`config.mk`:
```
export PLATFORM = sky130hd
export DESIGN_NAME = trace_txq
export DESIGN_NICKNAME = d
export VERILOG_FILES = /design/src/rtl/trace_txq_pkg.sv /design/src/rtl/txq_store.sv /design/src/rtl/txq_ctrl.sv /design/src/rtl/trace_txq.sv
export SDC_FILE = /design/constraint.sdc
export NUM_CORES = 1
export LEC_CHECK = 0
export ABC_AREA = 1
export BUFFER_PORTS_ARGS = -buffer_cell sky130_fd_sc_hd__buf_2
export CELL_PAD_IN_SITES_DETAIL_PLACEMENT = 1
export CELL_PAD_IN_SITES_GLOBAL_PLACEMENT = 2
export CORE_ASPECT_RATIO = 0.5
export CORE_MARGIN = 5
export CORE_UTILIZATION = 48
export DETAILED_ROUTE_END_ITERATION = 8
export PLACE_DENSITY_LB_ADDON = 0.08
export SYNTH_ARGS = -nofsm -noshare
export SYNTH_HDL_FRONTEND = slang
export SYNTH_SLANG_ARGS = --single-unit
```
`constraint.sdc`:
```
create_clock -name clk -period 7.5 [get_ports clk]
set_clock_uncertainty 0.15 [all_clocks]
set_input_delay 0.375 -clock clk [delete_from_list [all_inputs] [get_ports clk]]
set_output_delay 0.375 -clock clk [all_outputs]
set_load 0.005 [all_outputs]
```
`src/rtl/trace_txq_pkg.sv`:
```
package trace_txq_pkg;
    localparam int TYPE_W  = 2;
    localparam int NTYPES  = 1 << TYPE_W;
    localparam int FRAME_W = 32;

    typedef struct packed {
        logic              is_err;
        logic [TYPE_W-1:0] typ;
        logic [FRAME_W-1:0] data;
    } frame_t;

    localparam int FRAME_BITS = $bits(frame_t);
endpackage

```
`src/rtl/txq_store.sv`:
```
module txq_store
    import trace_txq_pkg::*;
#(
    parameter int DEPTH = 16
) (
    input  logic                       clk,
    input  logic                       rst_n,
    input  logic                       flush,
    input  logic                       wr_en,
    input  frame_t                     wr_frame,
    input  logic                       rd_en,
    output frame_t                     rd_frame,
    output logic [$clog2(DEPTH+1)-1:0] level
);
    localparam int PW = $clog2(DEPTH);
    localparam int LW = $clog2(DEPTH+1);

    typedef struct packed {
        logic [PW-1:0] wr_ptr;
        logic [PW-1:0] rd_ptr;
        logic [LW-1:0] level;
    } store_t;

    store_t s_d, s_q;
    logic [FRAME_BITS-1:0] mem_q [DEPTH];
    logic do_rd, do_wr;

    function automatic logic [PW-1:0] bump(input logic [PW-1:0] p);
        return (p == PW'(DEPTH-1)) ? '0 : p + 1'b1;
    endfunction

    always_comb begin
        s_d   = s_q;
        do_rd = rd_en && (s_q.level != '0) && !flush;
        do_wr = wr_en && !flush;
        if (flush) begin
            s_d = '0;
        end else begin
            if (do_wr) s_d.wr_ptr = bump(s_q.wr_ptr);
            if (do_rd) s_d.rd_ptr = bump(s_q.rd_ptr);
            case ({do_wr, do_rd})
                2'b10:   s_d.level = s_q.level + 1'b1;
                2'b01:   s_d.level = s_q.level - 1'b1;
                default: s_d.level = s_q.level;
            endcase
        end
    end

    always_ff @(posedge clk or negedge rst_n) begin
        if (!rst_n) s_q <= '0;
        else        s_q <= s_d;
    end

    always_ff @(posedge clk) begin
        if (do_wr) mem_q[s_q.wr_ptr] <= wr_frame;
    end

    assign rd_frame = frame_t'(mem_q[s_q.rd_ptr]);
    assign level    = s_q.level;

    // the controller must never write into a full store
    assert_no_overflow_R1: assert property (@(posedge clk) disable iff (!rst_n)
        (wr_en && !flush) |-> (s_q.level != LW'(DEPTH)));

    // an empty store does not change level on a pop
    assert_empty_pop_R8: assert property (@(posedge clk) disable iff (!rst_n)
        (rd_en && !wr_en && !flush && s_q.level == '0) |=> (s_q.level == '0));
endmodule

```
`src/rtl/txq_ctrl.sv`:
```
module txq_ctrl
    import trace_txq_pkg::*;
#(
    parameter int DEPTH = 16
) (
    input  logic                       clk,
    input  logic                       rst_n,
    input  logic                       flush,
    input  logic                       push_valid,
    input  logic [TYPE_W-1:0]          push_type,
    input  logic [FRAME_W-1:0]         push_data,
    input  logic [$clog2(DEPTH+1)-1:0] level,
    output logic                       wr_en,
    output frame_t                     wr_frame,
    output logic                       lock
);
    localparam int LW = $clog2(DEPTH+1);

    typedef struct packed {
        logic              lock;
        logic [NTYPES-1:0] lost;
    } ctrl_t;

    ctrl_t c_d, c_q;
    logic [NTYPES-1:0] drop_bit;
    logic full, empty;

    always_comb begin
        c_d      = c_q;
        wr_en    = 1'b0;
        wr_frame = '0;
        drop_bit = push_valid ? (NTYPES'(1) << push_type) : '0;
        full     = (level == LW'(DEPTH));
        empty    = (level == '0);
        if (flush) begin
            c_d = '0;
        end else if (!c_q.lock) begin
            if (push_valid) begin
                if (!full) begin
                    wr_en         = 1'b1;
                    wr_frame.typ  = push_type;
                    wr_frame.data = push_data;
                end else begin
                    c_d.lock = 1'b1;
                    c_d.lost = c_q.lost | drop_bit;
                end
            end
        end else if (empty) begin
            wr_en           = 1'b1;
            wr_frame.is_err = 1'b1;
            wr_frame.data   = FRAME_W'(c_q.lost | drop_bit);
            c_d.lock        = 1'b0;
            c_d.lost        = '0;
        end else begin
            c_d.lost = c_q.lost | drop_bit;
        end
    end

    always_ff @(posedge clk or negedge rst_n) begin
        if (!rst_n) c_q <= '0;
        else        c_q <= c_d;
    end

    assign lock = c_q.lock;

    // no producer frame enters while lockout holds and data remains
    assert_lock_blocks_R3: assert property (@(posedge clk) disable iff (!rst_n)
        (c_q.lock && !empty) |-> !wr_en);

    // lockout only ends through an error frame write (or a flush)
    assert_err_first_R4: assert property (@(posedge clk) disable iff (!rst_n)
        ($fell(c_q.lock) && !$past(flush)) |-> $past(wr_en && wr_frame.is_err));

    // a push into a full queue enters lockout
    assert_full_drop_R2: assert property (@(posedge clk) disable iff (!rst_n)
        (push_valid && full && !flush && !c_q.lock) |=> c_q.lock);
endmodule

```
`src/rtl/trace_txq.sv`:
```
module trace_txq
    import trace_txq_pkg::*;
#(
    parameter int DEPTH   = 16,
    parameter int MAX_MSG = 4
) (
    input  logic                       clk,
    input  logic                       rst_n,
    input  logic                       ctl_wr,
    input  logic                       ctl_enable,
    input  logic                       ctl_app_reset,
    input  logic [NTYPES-1:0]          ctl_trace_mode,
    input  logic [NTYPES-1:0]          ctl_halt_sel,
    input  logic                       push_valid,
    input  logic [TYPE_W-1:0]          push_type,
    input  logic [FRAME_W-1:0]         push_data,
    input  logic                       pop_req,
    output logic                       pop_valid,
    output logic [FRAME_W-1:0]         pop_data,
    output logic [TYPE_W-1:0]          pop_type,
    output logic                       pop_is_err,
    output logic [$clog2(DEPTH+1)-1:0] level,
    output logic                       overrun,
    output logic                       halt_req
);
    localparam int LW     = $clog2(DEPTH+1);
    localparam int THRESH = DEPTH - MAX_MSG;

    typedef struct packed {
        logic              en;
        logic [NTYPES-1:0] mode;
        logic [NTYPES-1:0] halt_sel;
    } cfg_t;

    cfg_t   g_d, g_q;
    logic   flush, push_eff, wr_en, lock;
    frame_t wr_frame, rd_frame;
    logic [LW-1:0] level_w;

    always_comb begin
        g_d   = g_q;
        flush = ctl_wr && (!ctl_enable || ctl_app_reset);
        if (ctl_wr) begin
            g_d.en       = ctl_enable;
            g_d.mode     = ctl_trace_mode;
            g_d.halt_sel = ctl_halt_sel;
        end
        push_eff = push_valid && g_q.en && g_q.mode[push_type];
    end

    always_ff @(posedge clk or negedge rst_n) begin
        if (!rst_n) g_q <= '0;
        else        g_q <= g_d;
    end

    txq_ctrl #(.DEPTH(DEPTH)) u_ctrl (
        .clk(clk), .rst_n(rst_n), .flush(flush),
        .push_valid(push_eff), .push_type(push_type), .push_data(push_data),
        .level(level_w), .wr_en(wr_en), .wr_frame(wr_frame), .lock(lock)
    );

    txq_store #(.DEPTH(DEPTH)) u_store (
        .clk(clk), .rst_n(rst_n), .flush(flush),
        .wr_en(wr_en), .wr_frame(wr_frame), .rd_en(pop_req),
        .rd_frame(rd_frame), .level(level_w)
    );

    assign level      = level_w;
    assign pop_valid  = (level_w != '0);
    assign pop_data   = rd_frame.data;
    assign pop_type   = rd_frame.typ;
    assign pop_is_err = rd_frame.is_err;
    assign overrun    = lock;
    assign halt_req   = g_q.en && (|g_q.halt_sel) && (level_w >= LW'(THRESH));

    // every flush cause empties the queue at the next edge
    assert_flush_empty_R6: assert property (@(posedge clk) disable iff (!rst_n)
        flush |=> (level_w == '0 && !lock));

    // nothing is written while debug is disabled
    assert_disabled_quiet_R7: assert property (@(posedge clk) disable iff (!rst_n)
        !g_q.en |-> !wr_en);

    // without a config write, halt rises only as occupancy grows
    assert_halt_rise_R5: assert property (@(posedge clk) disable iff (!rst_n)
        ($rose(halt_req) && !$past(ctl_wr)) |-> (level_w > $past(level_w)));
endmodule

```
-- Yosys cells after proc, flatten, opt, wreduce, memory -nomap -nowiden
Memory sizes are Yosys's and may differ from the RTL's.
Index checks and enable logic that the tools add are counted.
- output and inout bits: 43
- bits in writable memories: 560
- word-level logic and storage cells: 72
- memories kept: 1
- flip-flop bits (word level): 27
- input bits: 49
- reductions and logical operators: 20
- mux-type cells: 29
- add/subtract/negate cells: 4
- equality and inequality tests: 5
- bitwise gates (word level): 2
- magnitude comparators: 2
- shift-type cells: 1
- memories (memory ; depth ; bits a word ; read ports ; clocked after memory_dff ; write ports ; line ; source):
    u_store.mem_q ; 16 ; 35 ; 1 ; 0 ; 1 ; txq_store.sv:25 ; logic [FRAME_BITS-1:0] mem_q [DEPTH];
- operators with widths (cell ; count):
    $mux 34 ; 2
    $mux 32 ; 2
    $mux 35 ; 1
    $mux 4 ; 6
    $mux 5 ; 4
    $mux 13 ; 1
    $mux 1 ; 10
    $pmux 5 s2 ; 1
    $reduce_bool 3->1 ; 3
    $add 4x1->4 const B ; 2
    $eq 4x4->1 const B ; 2
    $logic_and 1x1->1 ; 8
    $or 4x4->4 ; 2
    $add 5x1->5 const B ; 1
    $eq 5x5->1 const B ; 1
    $ge 5x4->1 const B ; 1
    $logic_not 5->1 ; 1
    $reduce_bool 5->1 ; 1
    $sub 5x1->5 const B ; 1
    $reduce_bool 2->1 ; 2
    $reduce_or 4->1 ; 1
    $shl 1x2->4 const A ; 1
    $lt 2x3->1 const B ; 1
    $bmux 1 s2 ; 1
    other kinds (6) ; 7

-- Logic depth before layout (Yosys ltp)
Gate-level depths: netlist of the first run.
- depth in word-level cells: 10
- depth in mapped cells: 18
- gate-level depth less buffers: 18

-- Hierarchy
A second synthesis of the first run with hierarchy kept.
- cells, all modules: 1925
- area total of the unflattened synthesis: 24009.3 um^2
- by module, submodules not included (module ; area an instance (um^2) ; cells each ; seq. area each (um^2) ; instances):
    txq_store ; 22791.9 ; 1748 ; 17141.4 ; 1
    txq_ctrl ; 735.7 ; 122 ; 125.1 ; 1
    trace_txq ; 481.7 ; 55 ; 225.2 ; 1

-- Worst setup path before layout of the first run
Ideal clock, no wire load.
- path kind: register to register
- start: register u_store.s_q, in the netlist u_store.level[2]
- end: memory u_store.mem_q[8][0] (netlist name) (enable)
- path buffers: 0
- period minus slack after synthesis: 4.203 ns
- data arrival time: 3.582 ns
- path slack: 3.297 ns
- setup time: 0.471 ns
- cell stages (with the launch flop): 11
- required time: 6.879 ns
- cells stage by stage: dfrtp_1 -> nor2_4 -> nand3_2 -> nand2_1 -> inv_2 -> nand3_4 -> nand2_4 -> inv_2 -> nor2_4 -> nand2_2 -> nor3_1
- cells in the longest elaborated chain, start to end: 8
- elaborated cells between the ends (all ways): 10
- classes of those cells: eq/ne: 1; mux: 7; reduce/logical: 2
- RTL lines (item ; line ; source):
    start: declaration ; txq_store.sv:24 ; store_t s_d, s_q;
    start signal: assignment ; txq_store.sv:50 ; if (!rst_n) s_q <= '0;
    start signal: assignment ; txq_store.sv:51 ; else s_q <= s_d;
    $eq 5x5->1 ; txq_ctrl.sv:33 ; full = (level == LW'(DEPTH));
    $mux 1 ; txq_ctrl.sv:39 ; if (!full) begin
    $mux 1 ; txq_ctrl.sv:38 ; if (push_valid) begin
    $mux 1 (*) ; txq_ctrl.sv:37 ; end else if (!c_q.lock) begin
    $mux 1 (*) ; txq_ctrl.sv:35 ; if (flush) begin
    $logic_and 1x1->1 (*) ; txq_store.sv:35 ; do_wr = wr_en && !flush;
    $mux 1 (*) ; txq_store.sv:55 ; if (do_wr) mem_q[s_q.wr_ptr] <= wr_frame;
    $mux 1 (implied by the code) (*) ; txq_store.sv:55 ;
    end: declaration ; txq_store.sv:25 ;
Mark *: on every way between the ends. The rest lies on a longest branch, timed or not.

-- Worst setup path in the final report of the first run
- start: register u_store.s_q[5] (netlist name)
- end: output pop_data[13]
- cells in the longest elaborated chain, start to end: 1
- RTL lines (item ; line ; source):
    $mem_v2 16x35 ; - ;
    end: declaration ; trace_txq.sv:19 ; output logic [FRAME_W-1:0] pop_data,
No other way between the ends.

==> results.cfg, run 1 <==
[status]
status = complete, no violations

[floorplanning]
die_area_um2 = 54240
die_y_um = 167.2
num_rows = 57
start_util = 0.4870
design.portCount = 92
coreArea_um2 = 48710
dieWidth_um = 324.4

[sta]
timing.fmax_ghz = 0.2168
finalSetupViolCount = 0
fin_crit_ns = 4.613
worst_pin_slew_ns = 1.216
fin_tns_setup_ns = 0
rsz0062_at_grt = false
finalMaxSlewViolations = 0
fin_crit_sh = 0.6151
hold_viol_final = 0
max_slew_margin = 0.1891

[yosys]
mappedNetlistNets = 1742
yosysSeqAreaShare = 0.7373
ys_seq_elements = 587
yosysUniqueCellTypes = 41
synth-simple-area-share = 0.07937
synth_xor_area_frac = 0
synth_top_area_cell = edfxtp_1
ys_warn_count = 0
netlist_instances = 1686
yosys-mux-area-fraction = 0.04472
synth_top_family_by_area = compound AO/OA/AOI/OAI gates
synth_top_area_share = 0.7088
synth-compound-area-share = 0.1012
avgSynthCellArea_um2 = 14.07
syn_area_um2 = 23720
synth_edf_count = 560
synth_adder_area_share = 0.003692
synthArstFlopShare = 0.04600
synthTopCellsByArea = edfxtp_1 (71%), nor2_1 (4.3%), mux2i_1 (4.1%), o21ai_0 (3.6%), o221ai_1 (3.6%)
synth_ff_type = edfxtp_1

[routing]
vias_per_cell = 5.986
detail-route-antenna-nets = 0
drcViolationCount = 0
wirelength_mm = 63.89
vias = 14640
drtPass1Iterations = 5
route.detailed.wl_per_inst_um = 26.13
drt_iter0_markers = 1470

[power]
leakage_nw = 9.006
p_sw_frac = 0.3099
seqPwrFrac = 0.454
p_sw_w = 0.002572
p_total_w = 0.008299
clockPowerShare = 0.312
power.share.combinational = 0.234
peakVddDrop_uv = 225.2
internal_power_w = 0.005727
p_per_area_nw_per_um2 = 312.8

[global_routing]
grt_pass1_wl_mm = 97.04
grt_pass1_vias = 15730
antenna_found_initial = 1
overflow = 0
grt_max_degree = 227
grt_usage = 0.2329

[flow_run]
cap_violations = 0

[place]
post_dp_cell_area_um2 = 24820
port_buffers = 91
gp_congestion = 0.7620
place.detailed.hpwl_mm = 31.71

[worst_setup_path]
crit_start = u_store.s_q[5]$_DFFE_PN0P_
reg2reg_depth = 7
crit_arrival_ns = 4.09
reg2reg_from = u_store.s_q[5]$_DFFE_PN0P_
r2r_setup_slack_ns = 4.50
worstPathMaxFanout = 100
worstPathRequired_ns = 6.97
path_class = reg -> out
endpoint_kind = primary output
start_kind = flip-flop
regToRegEndpoint = u_store.s_q[8]$_DFFE_PN0P_

[cts]
ctsResizeCount = 0
cts.root.buffer_cell = clkbuf_16
cts_made_buffers = 52
path_clk_slew_ns = 0.06
clock_sinks = 587
insertion_delay_ns = 0.58
cts_tree = yes
clockBufferDepth = 3
cts_max_level = 2

[cells_and_area]
nets = 1814
drive_gt1_frac = 0.1370
fillers = 4725
final_cell_area_um2 = 26530
syn2layout_area_growth_pct = 11.84
num_antenna_cells = 0

[hold_path]
hold_start = push_type[1]
hold_path.class = in -> reg
hold_path_end = u_ctrl.c_q[3]$_DFFE_PN0P_
holdPathStages = 5
-- worst max-delay path, stage by stage, from the launching register on --
cell	delay, ns
dfrtp_4	0.86
inv_6	0.73
buf_4	0.98
nor2_1	0.10
o21ai_0	0.23
o221ai_1	0.16
nand2_1	0.18
buf_2	0.13
-- cell families (layout without fill, tap and decap cells) --
group	Yosys count	in the layout
DFF	587	587
and+or+nand+nor	441	441
AOI/OAI and AO/OA	360	360
buffers and inverters	186	296
muxes	105	105
adders and majority gates	7	7
-- power groups by stage --
| stage | clock network [W] | logic (W) | registers, W |
|---|---|---|---|
| global placement | 0 | 0.00188 | 0.00383 |
| finish | 0.00259 | 0.00194 | 0.00377 |
| floorplan | 0 | 0.00149 | 0.00369 |
| CTS | 0.00265 | 0.00197 | 0.00377 |
| global route | 0.00280 | 0.00216 | 0.00378 |
| detailed placement | 0 | 0.00195 | 0.00384 |
-- sequential cells by signal, summed over array words and instances, names as in the netlist --
name	count
u_store.mem_q	560
u_store.level	5
u_ctrl.c_q	4
u_ctrl.lock	1
g_q	9
u_store.s_q	8
-- area by class of cell --
| class | instances | area [um^2] | area share |
|---|---|---|---|
| multi-input combinational | 913 | 5532 | 0.2085 |
| tap | 649 | 812.0 | 0.03060 |
| clock buffer | 71 | 1424 | 0.05366 |
| inverter | 70 | 267.8 | 0.01009 |
| timing repair buffer | 134 | 820.8 | 0.03093 |
| sequential | 587 | 17500 | 0.6597 |
| clock inverter | 21 | 172.7 | 0.006508 |
-- per-stage QoR --
| step | setup slack [ns] | util | instances | hold WS, ns |
|---|---|---|---|---|
| after floorplan | 3.297 | - | 1686 | -0.07059 |
| after global placement | 3.562 | 0.5095 | 2341 | 0.2898 |
| after detailed placement | 3.441 | 0.5095 | 2341 | 0.3026 |
| after CTS | 2.823 | 0.5447 | 2445 | 0.009405 |
| after global routing | 2.559 | 0.5447 | 2445 | 0.05192 |
| final | 2.887 | 0.5447 | 2445 | 0.04567 |
-- cells in the mapped netlist, types with 3 or more instances --
library cell,number
nor2_1,270
o221ai_1,97
nand3_1,41
nor2_4,3
ha_1,7
inv_1,59
nand2_2,5
nand4_1,3
buf_2,37
buf_4,15
dfrtp_1,27
a21oi_1,5
o22ai_1,18
o21bai_1,3
o211ai_1,27
clkbuf_1,61
nor3_1,27
mux2i_1,97
inv_2,10
edfxtp_1,560
o21ai_0,171
buf_1,3
o32ai_1,28
o21ai_1,3
mux2_2,8
nand2_1,82
-- worst max path at each step --
stage	to	cells after the start
floorplan	u_store.mem_q[8][0]$_DFFE_PP_	10
global placement	pop_data[18]	7
detailed placement	pop_data[13]	7
CTS	pop_data[13]	7
global route	pop_data[13]	7
finish	pop_data[13]	7
-- per-layer routing --
metal	vias up	track usage	share of wire
li1	6515	-	-
met1	7609	0.3409	0.45
met2	440	0.3788	0.47
met3	70	0.03781	0.065
met4	2	0.03958	0.013
met5	-	0	0.00022
-- placed cells by master (no fill, tap or decap), types with 3 or more instances in the layout --
cell / count
o221ai_1: 97
inv_1: 58
dfrtp_4: 3
dlygate4sd3_1: 12
clkbuf_8: 3
clkinv_1: 12
clkbuf_16: 53
nor2_1: 264
o21bai_1: 3
mux2_2: 8
o32ai_1: 28
a21oi_1: 5
nor2_4: 9
mux2i_1: 97
ha_1: 7
clkinv_2: 6
o22ai_1: 18
bufinv_16: 3
nand2_1: 82
edfxtp_1: 560
dfrtp_1: 23
o21ai_1: 4
o211ai_1: 27
nor3_1: 18
nand3_1: 41
clkbuf_1: 15
o21ai_0: 170
buf_2: 91
inv_2: 10
nand4_1: 3
nand2_2: 5
buf_4: 30
nor3_2: 9
-- what timing repair did --
item | 4_1_cts | 5_1_grt
buffers inserted | 0 | 0
setup endpoints to repair | 0 | 0
hold buffers | 12 | 0
hold endpoints to repair | 36 | 0
No activity file was read; power rests on OpenSTA's default activity.
==> run 2, diff against run 1 <==
- CORE_UTILIZATION: 48 -> 40
- clock period: 7.5 -> 3.91 ns (I/O delays scaled with it)
==> results.cfg, run 2 (synthesis gave the netlist of run 1 again) <==
[status]
status = complete, no violations

[cts]
insertion_delay_ns = 0.58
clockBufferDepth = 3
cts_max_level = 2
path_clk_slew_ns = 0.06
clock_sinks = 587
cts_tree = yes
postCtsSetupRepairBufs = 0
cts.root.buffer_cell = clkbuf_16
cts_made_buffers = 54

[floorplanning]
dieWidth_um = 354.4
coreArea_um2 = 58960
start_util = 0.4024
design.portCount = 92
die_y_um = 182.2
die_area_um2 = 64580
num_rows = 63

[global_routing]
grt_pass1_wl_mm = 98.39
antenna_found_initial = 1
grt_usage = 0.2021
grt_pass1_vias = 15240
overflow = 0
grt_max_degree = 153

[sta]
hold_viol_final = 0
finalMaxSlewViolations = 0
max_slew_margin = 0.1721
timing.fmax_ghz = 0.2979
fin_tns_setup_ns = 0
rsz0062_at_grt = false
fin_crit_sh = 0.8586
worst_pin_slew_ns = 1.234
finalSetupViolCount = 0
fin_ws_ns = 0.5529
fin_crit_ns = 3.357

[cells_and_area]
nets = 1846
utilization = 0.4614
fillers = 5895
multi_input_comb_area_um2 = 5538
instances_no_fill = 2611
drive_gt1_frac = 0.1431
top_regs = u_store.mem_q x560, g_q x9, u_store.s_q x8
num_antenna_cells = 0
mostFrequentLayoutCells = edfxtp_1 (560), nor2_1 (264), o21ai_0 (170)
final_cell_area_um2 = 27200
largest-register = u_store.mem_q
largest_register_ff_count = 560
regArea_um2 = 17500
syn2layout_area_growth_pct = 14.67
final_common_cell = edfxtp_1

[worst_setup_path]
worstPathRequired_ns = 3.96
start_kind = flip-flop
crit_arrival_ns = 3.41
path_class = reg -> reg
worstPathMaxFanout = 17
endpoint_kind = flip-flop

[routing]
vias_per_cell = 5.575
vias = 14560
drt_iter0_markers = 1140
route.detailed.wl_per_inst_um = 25.40
wirelength_mm = 66.31
detail-route-antenna-nets = 0
drtPass1Iterations = 5
drcViolationCount = 0

[place]
placed_cells = 2484
place.detailed.hpwl_mm = 35.39
gp_congestion = 0.7590
post_dp_cell_area_um2 = 25250
place_ws_ns = 0.7264
port_buffers = 91

[flow_run]
cap_violations = 0

[power]
leakage_nw = 9.221
p_per_area_nw_per_um2 = 596.4
peakVddDrop_uv = 820.5

[hold_path]
hold_path.class = in -> async
[run 2: final cells by class]
type | instances | share of cell area
Inverter | 70 | 0.009842
Timing Repair Buffer | 164 | 0.04654
Sequential cell | 587 | 0.6434
Tap cell | 780 | 0.03587
Clock inverter | 26 | 0.007221
Clock buffer | 71 | 0.05353
Multi-Input combinational cell | 913 | 0.2036
[run 2: critical path, cell delays in order (launching register included)]
cell and delay, ns:
dfrtp_1 0.45, nor2_4 0.19, nand4_4 0.19, nor2_1 0.78, inv_1 0.20, o21ai_1 1.01
[run 2: power breakdown]
part	leakage (nW)	total [W]	switching, W	internal (W)
clock	0.812	0.00505	0.00225	0.00281
combinational	2.80	0.00407	0.00261	0.00146
sequential	5.61	0.00711	0.000205	0.00690
[run 2: layer usage]
| layer | up-vias | GRT usage | share of wire |
|---|---|---|---|
| met1 | 7614 | 0.2951 | 0.48 |
| li1 | 6576 | - | - |
| met4 | 2 | 0.03234 | 0.012 |
| met5 | - | 0 | 0.00020 |
| met2 | 294 | 0.3296 | 0.46 |
| met3 | 71 | 0.03026 | 0.042 |
[run 2: per-stage QoR]
stage                     power, W  hold WS, ns
after global routing       0.01708      0.04713
after CTS                  0.01642     0.005768
after detailed placement   0.01131       0.1192
final                      0.01623      0.02386
after global placement     0.01116       0.1087
after floorplan           0.009932      -0.2501
[run 2: repair_timing]
item,in CTS,in global routing
resized for setup,0,0
endpoints found under the setup margin,0,0
hold endpoints to repair,140,0
hold buffers,30,0
[run 2: final timing paths]
| kind | from | to | slack (ns) | cells past startpoint |
|---|---|---|---|---|
| max | u_store.level[1]$_DFFE_PN0P_ | u_store.mem_q[2][1]$_DFFE_PP_ | 0.55 | 5 |
| min | rst_n | u_store.level[0]$_DFFE_PN0P_ | 0.02 | 2 |
| max reg2reg | u_store.level[1]$_DFFE_PN0P_ | u_store.mem_q[2][1]$_DFFE_PP_ | 0.55 | 5 |
| min reg2reg | u_ctrl.c_q[2]$_DFFE_PN0P_ | u_ctrl.c_q[2]$_DFFE_PN0P_ | 0.37 | 2 |
| max in group asynchronous | rst_n | u_store.s_q[6]$_DFFE_PN0P_ | 3.10 | 2 |
| min in group clk | push_data[26] | u_store.mem_q[8][26]$_DFFE_PP_ | 0.05 | 3 |
